File: config.mk
export PLATFORM = sky130hd
export DESIGN_NAME = smt_fetch_sel
export DESIGN_NICKNAME = d
export VERILOG_FILES = /design/src/rtl/smt_fetch_pkg.sv /design/src/rtl/smt_sat_counter.sv /design/src/rtl/smt_key_select.sv /design/src/rtl/smt_rr_min_arbiter.sv /design/src/rtl/smt_fetch_sel.sv
export SDC_FILE = /design/constraint.sdc
export NUM_CORES = 1
export LEC_CHECK = 0
export ABC_AREA = 1
export BUFFER_PORTS_ARGS = -buffer_cell sky130_fd_sc_hd__buf_2
export CAP_MARGIN = 20
export CORE_MARGIN = 2
export CORE_UTILIZATION = 45
export CTS_CLUSTER_SIZE = 8
export DETAILED_ROUTE_END_ITERATION = 10
export MAX_ROUTING_LAYER = met4
export PLACE_DENSITY = 0.61
export SLEW_MARGIN = 20
export SYNTH_ARGS = -nofsm -noshare
export SYNTH_HDL_FRONTEND = slang
export SYNTH_HIERARCHICAL = 1
export SYNTH_SLANG_ARGS = --single-unit
File: constraint.sdc
create_clock -name clk_i -period 7.5 [get_ports clk_i]
set_clock_uncertainty 0.1 [all_clocks]
set_input_delay 0 -clock clk_i [delete_from_list [all_inputs] [get_ports clk_i]]
set_output_delay 0 -clock clk_i [all_outputs]
set_load 0.05 [all_outputs]
File: src/rtl/smt_fetch_pkg.sv
package smt_fetch_pkg;
  typedef enum logic [2:0] {
    POL_ROTATE = 3'd0,
    POL_INSTS  = 3'd1,
    POL_BRANCH = 3'd2,
    POL_MISS   = 3'd3,
    POL_QPOS   = 3'd4
  } policy_e;

  function automatic int max_int(int a, int b);
    return (a > b) ? a : b;
  endfunction
endpackage

File: src/rtl/smt_sat_counter.sv
module smt_sat_counter #(
  parameter int CNT_W = 6
) (
  input  logic             clk_i,
  input  logic             rst_ni,
  input  logic             inc_i,
  input  logic             dec_i,
  output logic [CNT_W-1:0] cnt_o
);
  localparam logic [CNT_W-1:0] CntMax = '1;

  logic [CNT_W-1:0] cnt_q;

  always_ff @(posedge clk_i or negedge rst_ni) begin
    if (!rst_ni) begin
      cnt_q <= '0;
    end else if (inc_i && !dec_i && cnt_q != CntMax) begin
      cnt_q <= cnt_q + 1'b1;
    end else if (dec_i && !inc_i && cnt_q != '0) begin
      cnt_q <= cnt_q - 1'b1;
    end
  end

  assign cnt_o = cnt_q;


  no_overflow_chk: assert property (@(posedge clk_i) disable iff (!rst_ni)
    (cnt_q == CntMax) |=> (cnt_q != '0));

  no_underflow_chk: assert property (@(posedge clk_i) disable iff (!rst_ni)
    (cnt_q == '0) |=> (cnt_q != CntMax));

  inc_dec_hold_chk: assert property (@(posedge clk_i) disable iff (!rst_ni)
    (inc_i && dec_i) |=> $stable(cnt_q));
endmodule

File: src/rtl/smt_key_select.sv
module smt_key_select
  import smt_fetch_pkg::*;
#(
  parameter int CNT_W = 6,
  parameter int POS_W = 4,
  parameter int KEY_W = 6
) (
  input  logic [2:0]       policy_i,
  input  logic [CNT_W-1:0] inst_cnt_i,
  input  logic [CNT_W-1:0] br_cnt_i,
  input  logic [CNT_W-1:0] miss_cnt_i,
  input  logic             iq_has_i,
  input  logic [POS_W-1:0] iq_dist_i,
  output logic [KEY_W-1:0] key_o
);
  localparam logic [POS_W-1:0] PosMax = '1;

  policy_e pol;
  assign pol = policy_e'(policy_i);

  always_comb begin
    key_o = '0;
    case (pol)
      POL_INSTS:  key_o = KEY_W'(inst_cnt_i);
      POL_BRANCH: key_o = KEY_W'(br_cnt_i);
      POL_MISS:   key_o = KEY_W'(miss_cnt_i);
      // nearest to head -> largest key -> lowest priority
      POL_QPOS:   key_o = iq_has_i ? KEY_W'(PosMax - iq_dist_i) : '0;
      default:    key_o = '0;
    endcase
  end
endmodule

File: src/rtl/smt_rr_min_arbiter.sv
module smt_rr_min_arbiter #(
  parameter int NUM_THR = 4,
  parameter int KEY_W   = 6
) (
  input  logic             clk_i,
  input  logic             rst_ni,
  input  logic [NUM_THR-1:0] elig_i,
  input  logic [KEY_W-1:0] key_i [NUM_THR],
  output logic [NUM_THR-1:0] grant_o
);
  localparam int PTR_W = (NUM_THR > 1) ? $clog2(NUM_THR) : 1;
  localparam logic [PTR_W-1:0] LastIdx = PTR_W'(NUM_THR - 1);

  logic [PTR_W-1:0] ptr_q;
  logic [PTR_W-1:0] win_idx;
  logic             found;
  logic [KEY_W-1:0] best_key;

  always_comb begin
    found    = 1'b0;
    win_idx  = '0;
    best_key = '0;
    for (int k = 0; k < NUM_THR; k++) begin
      int idx;
      idx = int'(ptr_q) + k;
      if (idx >= NUM_THR) idx = idx - NUM_THR;
      if (elig_i[idx] && (!found || key_i[idx] < best_key)) begin
        found    = 1'b1;
        win_idx  = PTR_W'(idx);
        best_key = key_i[idx];
      end
    end
  end

  always_comb begin
    grant_o = '0;
    if (found) grant_o[win_idx] = 1'b1;
  end

  always_ff @(posedge clk_i or negedge rst_ni) begin
    if (!rst_ni) begin
      ptr_q <= '0;
    end else if (found) begin
      ptr_q <= (win_idx == LastIdx) ? '0 : win_idx + 1'b1;
    end
  end


  grant_onehot_chk: assert property (@(posedge clk_i) disable iff (!rst_ni)
    $onehot0(grant_o));

  grant_eligible_chk: assert property (@(posedge clk_i) disable iff (!rst_ni)
    ((grant_o & ~elig_i) == '0));

  grant_present_chk: assert property (@(posedge clk_i) disable iff (!rst_ni)
    (|elig_i) |-> (|grant_o));

  ptr_advance_chk: assert property (@(posedge clk_i) disable iff (!rst_ni)
    (|grant_o) |=> (ptr_q == (($past(win_idx) == LastIdx) ? '0 : $past(win_idx) + 1'b1)));
endmodule

File: src/rtl/smt_fetch_sel.sv
module smt_fetch_sel
  import smt_fetch_pkg::*;
#(
  parameter int NUM_THR = 4,
  parameter int CNT_W   = 6,
  parameter int POS_W   = 4
) (
  input  logic                     clk_i,
  input  logic                     rst_ni,
  input  logic [2:0]               policy_i,
  input  logic [NUM_THR-1:0]       elig_i,
  input  logic [NUM_THR-1:0]       inst_inc_i,
  input  logic [NUM_THR-1:0]       inst_dec_i,
  input  logic [NUM_THR-1:0]       br_inc_i,
  input  logic [NUM_THR-1:0]       br_dec_i,
  input  logic [NUM_THR-1:0]       miss_inc_i,
  input  logic [NUM_THR-1:0]       miss_dec_i,
  input  logic [NUM_THR-1:0]       iq_has_i,
  input  logic [NUM_THR*POS_W-1:0] iq_dist_i,
  output logic [NUM_THR-1:0]       grant_o
);
  localparam int KEY_W = max_int(CNT_W, POS_W);

  logic [KEY_W-1:0] key [NUM_THR];

  for (genvar t = 0; t < NUM_THR; t++) begin : g_thr
    logic [CNT_W-1:0] inst_cnt, br_cnt, miss_cnt;

    smt_sat_counter #(.CNT_W(CNT_W)) u_inst_cnt (
      .clk_i(clk_i), .rst_ni(rst_ni),
      .inc_i(inst_inc_i[t]), .dec_i(inst_dec_i[t]), .cnt_o(inst_cnt));
    smt_sat_counter #(.CNT_W(CNT_W)) u_br_cnt (
      .clk_i(clk_i), .rst_ni(rst_ni),
      .inc_i(br_inc_i[t]), .dec_i(br_dec_i[t]), .cnt_o(br_cnt));
    smt_sat_counter #(.CNT_W(CNT_W)) u_miss_cnt (
      .clk_i(clk_i), .rst_ni(rst_ni),
      .inc_i(miss_inc_i[t]), .dec_i(miss_dec_i[t]), .cnt_o(miss_cnt));

    smt_key_select #(.CNT_W(CNT_W), .POS_W(POS_W), .KEY_W(KEY_W)) u_key (
      .policy_i  (policy_i),
      .inst_cnt_i(inst_cnt),
      .br_cnt_i  (br_cnt),
      .miss_cnt_i(miss_cnt),
      .iq_has_i  (iq_has_i[t]),
      .iq_dist_i (iq_dist_i[t*POS_W +: POS_W]),
      .key_o     (key[t]));
  end

  smt_rr_min_arbiter #(.NUM_THR(NUM_THR), .KEY_W(KEY_W)) u_arb (
    .clk_i  (clk_i),
    .rst_ni (rst_ni),
    .elig_i (elig_i),
    .key_i  (key),
    .grant_o(grant_o));
endmodule

# After elaboration in Yosys (flattened, before gate mapping)
# Cells that the tools add are included.
classes:
  bitwise_logic: 4
  order_cmp: 17
  n_eq_ne: 17
  n_reduce_logical: 106
  muxes: 75
  addsub: 36
ops:
  columns: ["operator", "n"]
  rows:
  - ["2-to-1 mux 6 bit", 39]
  - ["greater-or-equal comparator 32 x 3 -> 1 bit (second input constant)", 4]
  - ["less-than comparator 32 x 4 -> 1 bit (second input constant)", 4]
  - ["2-to-1 mux 32 bit", 4]
  - ["NOT 32 bit", 4]
  - ["greater-or-equal comparator 32 x 4 -> 1 bit (second input constant)", 3]
  - ["case mux 6 bit (4 select lines)", 4]
  - ["subtractor 32 x 4 -> 32 bit (second input constant)", 3]
  - ["adder 6 x 1 -> 6 bit (second input constant)", 12]
  - ["inequality test 6 bit (second input constant)", 12]
  - ["nonzero test 6 bit", 12]
  - ["subtractor 6 x 1 -> 6 bit (second input constant)", 12]
  - ["logical AND 1 bit", 52]
  - ["binary-select mux 6 bit (select 2 bit)", 4]
  - ["logical NOT 1 bit", 27]
  - ["nonzero test 2 bit", 12]
  - ["subtractor 4 x 4 -> 5 bit (first input constant)", 4]
  - ["less-than comparator 6 bit", 3]
  - ["2-to-1 mux 1 bit", 13]
  - ["2-to-1 mux 2 bit", 5]
  - ["binary-select mux 1 bit (select 2 bit)", 4]
  - ["adder 2 x 2 -> 3 bit (second input constant)", 2]
  - ["== test 3 x 2 -> 1 bit (second input constant)", 2]
  - ["2-to-1 mux 4 bit", 1]
  - ["11 further kinds", 13]
word_totals:
  in_bits: 53
  out_inout_bits: 4
  ff_bits: 74
  word_cells: 268

# Depth between registers and ports, before layout
# Gate-level depths: netlist (run 1).
logic_depth:
  depth_word: 24
  ltp_mapped: 44
  mapped_depth_nobuf: 41

# By module
# The synthesis (run 1) kept the hierarchy.
by_module_without_submodules:
  columns: ["mod", "seq_area_each_um2", "area_each_um2", "cells_each", "instances"]
  rows:
  - ["smt_sat_counter (g_thr[0].u_br_cnt ...)", 150.1, 495.5, 66, 11]
  - ["smt_rr_min_arbiter", 50.0, 1477.7, 277, 1]
  - ["smt_key_select", 0.0, 297.8, 62, 4]
  - ["smt_sat_counter (g_thr[3].u_miss_cnt)", 150.1, 485.5, 64, 1]

# Least setup slack after synthesis (run 1)
# OpenSTA, ideal clock, no wires.
synth_path:
  path_type: "register -> output"
  start: "register u_arb.ptr_q[0]"
  end: "output port grant_o[2]"
  path_stages_with_launch: 39
  arrival_time_ps: 5483
  n_path_buf: 5
  required_time_ps: 7400
  setup_slack_ps: 1917
  cell_sequence: "dfrtp_1 buf_4 clkbuf_1 clkbuf_1 o21ai_0 nand2_1 o21ai_0 ha_1 a21oi_1 nor2_1 a211oi_1 nand2_1 nand2_2 nand2_2 clkbuf_1 o21ai_0 ha_1 a21oi_1 [... 3 more ...] nand2_2 nand2_2 clkbuf_1 nand2_1 o21ai_1 ha_1 a21oi_1 nor2_1 a211oi_1 nand2_1 nand2_2 nand2_2 nand2_1 nand2_2 inv_1 ha_1 nand2_1 inv_1"
synth_between:
  elab_chain_cells: 24
synth_lines:
  columns: ["element", "line", "text"]
  rows:
  - ["start: declaration", "smt_rr_min_arbiter.sv:14", "logic [PTR_W-1:0] ptr_q;"]
  - ["start signal: assignment", "smt_rr_min_arbiter.sv:44", "ptr_q <= (win_idx == LastIdx) ? '0 : win_idx + 1'b1;"]
  - ["adder 2 x 1 -> 3 bit (tied with other cells)", "smt_rr_min_arbiter.sv:25", "idx = int'(ptr_q) + k;"]
  - ["subtractor 32 x 4 -> 32 bit (tied with other cells)", "smt_rr_min_arbiter.sv:26", "if (idx >= NUM_THR) idx = idx - NUM_THR;"]
  - ["2-to-1 mux 32 bit / NOT 32 bit (equally long branches)", null, null]
  - ["NOT 32 bit (not written as such) / binary-select mux 6 bit (select 2 bit) (equally long branches)", null, null]
  - ["binary-select mux 6 bit (select 2 bit) / 2-to-1 mux 6 bit (equally long branches)", null, null]
  - ["2-to-1 mux 6 bit, on equally long branches", null, null]
  - ["2-to-1 mux 6 bit, on equally long branches", "smt_rr_min_arbiter.sv:27, smt_rr_min_arbiter.sv:30", null]
  - ["less-than comparator 6 bit", "smt_rr_min_arbiter.sv:27", "if (elig_i[idx] && (!found || key_i[idx] < best_key)) begin"]
  - ["[... 8 more ...]", null, null]
  - ["logical OR 1 bit", "smt_rr_min_arbiter.sv:27", null]
  - ["logical AND 1 bit", "smt_rr_min_arbiter.sv:27", null]
  - ["2-to-1 mux 2 bit", "smt_rr_min_arbiter.sv:27", null]
  - ["less-than comparator 2 x 3 -> 1 bit (not written as such) / greater-or-equal comparator 2 x 1 -> 1 bit (equally long branches)", "smt_rr_min_arbiter.sv:37", "if (found) grant_o[win_idx] = 1'b1;"]
  - ["logical AND 1 bit (not written as such)", "smt_rr_min_arbiter.sv:37", null]
  - ["2-to-1 mux 1 bit (not written as such)", "smt_rr_min_arbiter.sv:37", null]
  - ["demux 1 bit (select 2 bit)", null, null]
  - ["2-to-1 mux 4 bit (*)", "smt_rr_min_arbiter.sv:37", null]
  - ["end: declaration", "smt_fetch_sel.sv:20", "output logic [NUM_THR-1:0] grant_o"]
# Mark *: on every way between the ends. The rest lies on a longest branch, timed or not. The select of a mux whose other input is x is not followed.

# Worst setup path after layout (run 1)
# Ends and elaborated chain as after synthesis.

==> results of run 1 <==
==> routing by layer <==
metal / track usage, % / wire length, um / vias up
met3: 3.67 / 530 / 17
met1: 28.5 / 10100 / 3590
met4: 4.79 / 278 / 0
met5: - / 0 / -
li1: - / - / 4310
met2: 33.4 / 8800 / 100
==> placed cells by master, fill, tap and decap left out, drive strengths merged <==
master,count
ha,67
clkinv,15
nor3,8
clkinvlp,1
nand4,40
mux2i,10
a21oi,31
xor2,13
dfrtp,74
inv,166
bufinv,1
a31oi,2
buf,59
a211oi,3
dlygate4sd3,12
o21ai,83
nand2,473
clkbuf,13
xnor2,35
nand3,110
fa,12
nor2,150
==> Yosys cell counts, types with 2 or more instances <==
| cell | count | area share [%] |
|---|---|---|
| nand2_2 | 22 | 1.6 |
| a21oi_1 | 31 | 1.8 |
| clkinv_4 | 13 | 1.3 |
| o21ai_1 | 7 | 0.41 |
| nand2_1 | 426 | 19 |
| a211oi_1 | 3 | 0.26 |
| dfrtp_1 | 74 | 22 |
| xnor2_1 | 35 | 3.6 |
| nand4_1 | 40 | 2.9 |
| o21ai_0 | 39 | 2.3 |
| fa_1 | 12 | 2.8 |
| nand3_1 | 104 | 6.0 |
| o21ai_2 | 37 | 3.8 |
| nor3_2 | 4 | 0.47 |
| nor3_1 | 4 | 0.23 |
| nor2_1 | 149 | 6.5 |
| inv_1 | 146 | 6.4 |
| ha_1 | 67 | 9.7 |
| a31oi_1 | 2 | 0.15 |
| buf_6 | 13 | 1.7 |
| inv_2 | 19 | 0.83 |
| clkbuf_1 | 9 | 0.39 |
| mux2i_1 | 10 | 1.2 |
| xor2_1 | 13 | 1.3 |
| nand2_4 | 25 | 3.3 |
| nand3_2 | 6 | 0.70 |
==> power groups by stage <==
stage | sequential, mW | clock [mW] | combinational [mW]
floorplan | 0.857 | 0 | 2.65
global placement | 0.983 | 0 | 3.08
detailed placement | 0.981 | 0 | 3.13
CTS | 0.977 | 0.476 | 3.16
global route | 1.02 | 0.491 | 3.64
finish | 0.971 | 0.462 | 3.14
==> cells by family (layout without fill, tap and decap cells) <==
group / after synthesis / after routing / synth area share [%]
and+or+nand+nor: 781 / 781 / 40.4
buffers and inverters: 204 / 267 / 10.9
AOI/OAI and AO/OA: 119 / 119 / 8.65
adders and majority gates: 79 / 79 / 12.5
DFF: 74 / 74 / 21.5
xor gates and xnor gates: 48 / 48 / 4.89
muxes: 10 / 10 / 1.16
==> worst max-delay path: cells and delay by family (launching register included) <==
kind / cells / cell delay [ns]
AOI/OAI and AO/OA: 9 / 1.68
adders and majority gates: 4 / 1.05
and+or+nand+nor: 18 / 1.70
buffers and inverters: 5 / 0.99
DFF: 1 / 0.32
==> final cells by class <==
| type | count | share of cell area (%) |
|---|---|---|
| Clock inverter | 3 | 0.491 |
| Inverter | 180 | 7.86 |
| Multi-Input combinational cell | 1037 | 61.7 |
| Sequential cell | 74 | 19.6 |
| Tap cell | 234 | 3.10 |
| Clock buffer | 13 | 2.76 |
| Timing Repair Buffer | 71 | 4.51 |
==> registers in the layout, indices dropped and copies added, names as in the netlist <==
signal,count
g_thr.u_miss_cnt/cnt_o,24
g_thr.u_inst_cnt/cnt_o,24
u_arb/ptr_q,2
g_thr.u_br_cnt/cnt_o,24
==> path summary, 6_finish.rpt <==
path,depth (start not counted),slack [ns],from,endpoint
worst max register to register,34,1.66,u_arb/ptr_q[0]$_DFFE_PN0P_,u_arb/ptr_q[1]$_DFFE_PN0P_
worst min register to register,2,0.46,g_thr[3].u_inst_cnt/cnt_o[5]$_DFFE_PN0P_,g_thr[3].u_inst_cnt/cnt_o[5]$_DFFE_PN0P_
worst min-delay path,6,0.02,inst_inc_i[0],g_thr[0].u_inst_cnt/cnt_o[1]$_DFFE_PN0P_
max in group asynchronous,3,6.01,rst_ni,g_thr[2].u_miss_cnt/cnt_o[4]$_DFFE_PN0P_
worst max-delay path,36,1.27,u_arb/ptr_q[0]$_DFFE_PN0P_,grant_o[2]
min in group asynchronous,3,0.26,rst_ni,g_thr[0].u_miss_cnt/cnt_o[2]$_DFFE_PN0P_
==> through the flow <==
| step | hold slack [ns] | total power [mW] | instances |
|---|---|---|---|
| 2_1_floorplan | -0.396 | 3.51 | 1315 |
| 3_3_place_gp | -0.198 | 4.07 | 1584 |
| 3_5_place_dp | -0.201 | 4.12 | 1584 |
| 4_1_cts | 0.0161 | 4.61 | 1612 |
| 5_1_grt | 0.0360 | 5.16 | 1612 |
| 6_report | 0.0231 | 4.57 | 1612 |
==> flow_summary.yaml, run 1 <==
clock_tree:
  h-tree-depth: 3
  insertion_delay_ns: 0.35
  cts.clk_slew.worst_paths_ns: 0.06
  cts.sinks: 74
  cts_hold_buf: 12
  root_buffer: "clkbuf_16"
  cts_buffers: 9
  postCtsResizedCells: 0
  cts_setup_buffers: 0
  cts_buffer_depth: 2
  cts_tree: "built"
cells_and_area:
  fill_cells: 1913
  fin_nets: 1505
  multi_input_area_sq_um: 5820
  finish.utilization_pct: 50.4
  drive_gt1_share_pct: 14.6
  antenna_cells: 0
  final-seq-area_sq_um: 1850
  final_cell_area_sq_um: 9440
  synthToLayoutAreaGrowth_pct: 9.67
synth:
  synth_edf_count: 0
  ys.flop_type: "dfrtp_1"
  synthesis.area_sq_um: 8600
  synth_nets: 1447
  yosysSeqAreaShare_pct: 21.5
  syn_area_per_cell_sq_um: 6.54
  synthCells: 1315
  ys_ff_latch: 74
  synthArstFlopShare_pct: 100
  yosys_warnings: 6
  synth.distinct_cells: 31
critical_path:
  cpPeakStageDelay_ns: 0.36
  cp_common_cell: "nand2_1"
  cp-start-kind: "flop"
  required_ns: 7.40
  slowest_stage: "buf_4"
  crit_type: "flop to primary output"
  crit_fanout: 41
  cp-end-kind: "primary output"
  cp.arrival_ns: 6.13
detailed_routing:
  drtAntennaViolNets: 0
  vias_per_cell: 4.97
  routed_wl_mm: 19.7
  dr.pass1.iters: 5
  drc: 0
  drt_iter0_drc: 304
  vias: 8017
  wl_per_cell_um: 12.2
power_and_ir_drop:
  p_leak_nw: 5.00
  clkPwrFrac_pct: 10.1
  seq_power_share_pct: 21.2
  ir_drop_mv: 0.236
  p_switching_mw: 2.48
  p_int_mw: 2.09
  combPwrFrac_pct: 68.7
  power_density_nw_per_um2: 485
  p_sw_share_pct: 54.3
placed_design:
  numPortBuffers: 56
  dp_hpwl_mm: 15.2
  gp_congestion: 0.863
  dpl-instance-area_sq_um: 9010
  post-place-ws_ns: 1.65
sta:
  period_share_pct: 83.1
  setup_viol: 0
  final.setup.tns_ns: 0
  max_freq_mhz: 160
  worstMarginPinSlew_ns: 0.858
  min_period_ns: 6.23
  rsz0062_at_grt: "no"
  drv_slew: 0
  fin_ws_ns: 1.27
  relSlewSlack_pct: 42.6
  finalHoldViolCount: 0
global_route:
  grt_pass1_wl_mm: 34.0
  grt_overflow: 0
  grt_max_degree: 58
  first_global_vias: 7344
  antenna_found_initial: 0
  grt_use_total_pct: 21.2
floorplan:
  boundaryPins: 57
  die_area_sq_um: 20200
  start_util_pct: 46.0
  core_sq_um: 18700
  num_rows: 50
  die_x_um: 142
  die_y_um: 142
outcome:
  status: "completed"
job:
  drv_cap: 0
hold_path:
  hold_path_class: "primary input to flop"
(Power assumes the default switching activity.)
==> inputs of run 2 (changes only) <==
PLACE_DENSITY = 0.64   (was 0.61)
clock period = 5.2 ns   (was 7.5 ns; I/O delays follow)
==> run 2 against run 1 <==
Against the previous run: the flow now finishes with violations (setup timing); highest routed layer unchanged; sequential cell count unchanged; first-iteration DRC count is 110% higher; combinational power increased by 100%; count of clock-buffer cells in the layout shrank 2; sequential power increased by 36%; largest power group unchanged; worst hold slack lost 0.016 ns.
==> flow_summary.yaml, run 2 (same netlist as run 1, synthesis figures left out) <==
job:
  drv_cap: 0
global_route:
  grt_use_total_pct: 23.1
  grt_pass1_wl_mm: 36.8
  grt_max_degree: 48
  first_global_vias: 8026
  antenna_found_initial: 0
  grt_overflow: 0
placed_design:
  dp_hpwl_mm: 16.4
  gp_congestion: 0.950
  numPortBuffers: 56
  dpl-instance-area_sq_um: 9460
  post-place-ws_ns: -0.0487
detailed_routing:
  drt_iter0_drc: 641
  routed_wl_mm: 22.3
  vias: 8625
  drc: 0
  vias_per_cell: 5.06
  wl_met1_mm: 10.1
  dr.pass1.iters: 5
  dr_wl_met3_mm: 1.03
  drtAntennaViolNets: 0
  wl_met2_mm: 10.6
  routed.top_layer: "met4"
  wl_per_cell_um: 13.1
sta:
  rsz0062_at_grt: "yes"
  fin_ws_ns: -0.517
  drv_slew: 0
  worstMarginPinSlew_ns: 0.617
  finalHoldViolCount: 0
  period_share_pct: 110
  setup_viol: 6
  min_period_ns: 5.72
  relSlewSlack_pct: 58.6
  final.setup.tns_ns: -2.22
  max_freq_mhz: 175
critical_path:
  crit_fanout: 10
  cp.arrival_ns: 5.62
  required_ns: 5.10
  crit_type: "flop to primary output"
  cp_common_cell: "nand2_2"
  cpPeakStageDelay_ns: 0.52
  cp-end-kind: "primary output"
  slowest_stage: "dfrtp_2"
  cp-start-kind: "flop"
floorplan:
  die_y_um: 142
  die_x_um: 142
  core_sq_um: 18700
  num_rows: 50
  die_area_sq_um: 20200
  boundaryPins: 57
  start_util_pct: 46.0
cells_and_area:
  final_cell_area_sq_um: 10500
  final_cell_mix: "nand2_1 (414), nor2_1 (146), inv_1 (141)"
  final_common_cell: "nand2_1"
  fin_nets: 1599
  synthToLayoutAreaGrowth_pct: 22.3
  drive_gt1_share_pct: 24.3
  antenna_cells: 0
clock_tree:
  insertion_delay_ns: 0.35
  cts_buffer_depth: 2
  cts.clk_slew.worst_paths_ns: 0.06
  root_buffer: "clkbuf_16"
  cts.sinks: 74
  h-tree-depth: 3
  cts_tree: "built"
  cts_buffers: 9
hold_path:
  hold_path_class: "primary input to flop"
power_and_ir_drop:
  p_total_mw: 8.21
  ir_drop_mv: 0.413
  p_leak_nw: 5.51
  power_density_nw_per_um2: 780
outcome:
  violations: "setup timing"
  status: "complete, but fails checks"
[run 2: cell count changes in the layout (fill, tap and decap cells not counted), moves of 8 or more]
cell and delta:
buf_4 +84, o21ai_0 -22, dfrtp_1 -13, dfrtp_2 +13, nand2_1 -12, o21ai_2 +10
nand2_2 +9, o21ai_1 +8
[run 2: critical path: cells and delay by family, from the launching register on]
| family | cells | cell delay, ns |
|---|---|---|
| AO/OA/AOI/OAI | 10 | 1.60 |
| multiplexers | 1 | 0.13 |
| flip-flops | 1 | 0.52 |
| AND/OR/NAND/NOR | 16 | 1.47 |
| adder cells (fa/ha/maj) | 4 | 0.95 |
| buffers and inverters | 5 | 0.61 |
[run 2: what timing repair did]
item | in CTS | in global routing
hold endpoints to repair | 42 | 0
endpoints found under the setup margin | 4 | 6
hold buffers | 11 | 0
pin swaps | 5 | 30
gates cloned | 4 | 2
setup buffers | 16 | 17
gates resized for setup | 47 | 56
[run 2: area by class of cell]
class / count / area, sq um
fillers: 1734 / 8180
multi-input cells: 1039 / 6070
flip-flops and latches: 74 / 1870
repair buffers: 163 / 1270
inverters: 180 / 757
well taps: 234 / 293
clock buffers: 11 / 233
clock inverters: 5 / 31.3
[run 2: worst paths after layout]
path                                                     startpoint                                        to  slack (ns)  cells past startpoint
hold / removal                                        miss_inc_i[0]  g_thr[0].u_miss_cnt/cnt_o[1]$_DFFE_PN0P_       0.007                      6
hold reg to reg            g_thr[3].u_miss_cnt/cnt_o[1]$_DFFE_PN0P_  g_thr[3].u_miss_cnt/cnt_o[1]$_DFFE_PN0P_        0.44                      2
setup reg to reg                         u_arb/ptr_q[0]$_DFFE_PN0P_                u_arb/ptr_q[1]$_DFFE_PN0P_       -0.27                     36
setup / recovery                         u_arb/ptr_q[0]$_DFFE_PN0P_                                grant_o[0]       -0.52                     36
max in group asynchronous                                    rst_ni  g_thr[0].u_inst_cnt/cnt_o[1]$_DFFE_PN0P_        3.98                      3
min in group asynchronous                                    rst_ni  g_thr[0].u_miss_cnt/cnt_o[0]$_DFFE_PN0P_        0.02                      2
[run 2: layer usage]
metal  vias to the layer above  track usage [%]
li1                       4506                -
met1                      3854             28.6
met2                       222             39.1
met3                        43             3.47
met4                         0             6.63
met5                         -                -
[run 2: report_power, final]
group          switching [mW]  total (mW)  leakage (nW)  internal, mW
clock                   0.251       0.572         0.129         0.321
sequential              0.423        1.32         0.881         0.892
combinational            3.58        6.33          4.50          2.74
[run 2: stage by stage]
stage	hold slack [ns]	std cells	utilization (%)
6_report	0.00661	1706	56.3
5_1_grt	0.0346	1706	56.3
4_1_cts	0.00256	1687	54.3
3_5_place_dp	-0.131	1640	50.6
3_3_place_gp	-0.134	1640	50.6
2_1_floorplan	-0.396	1315	-
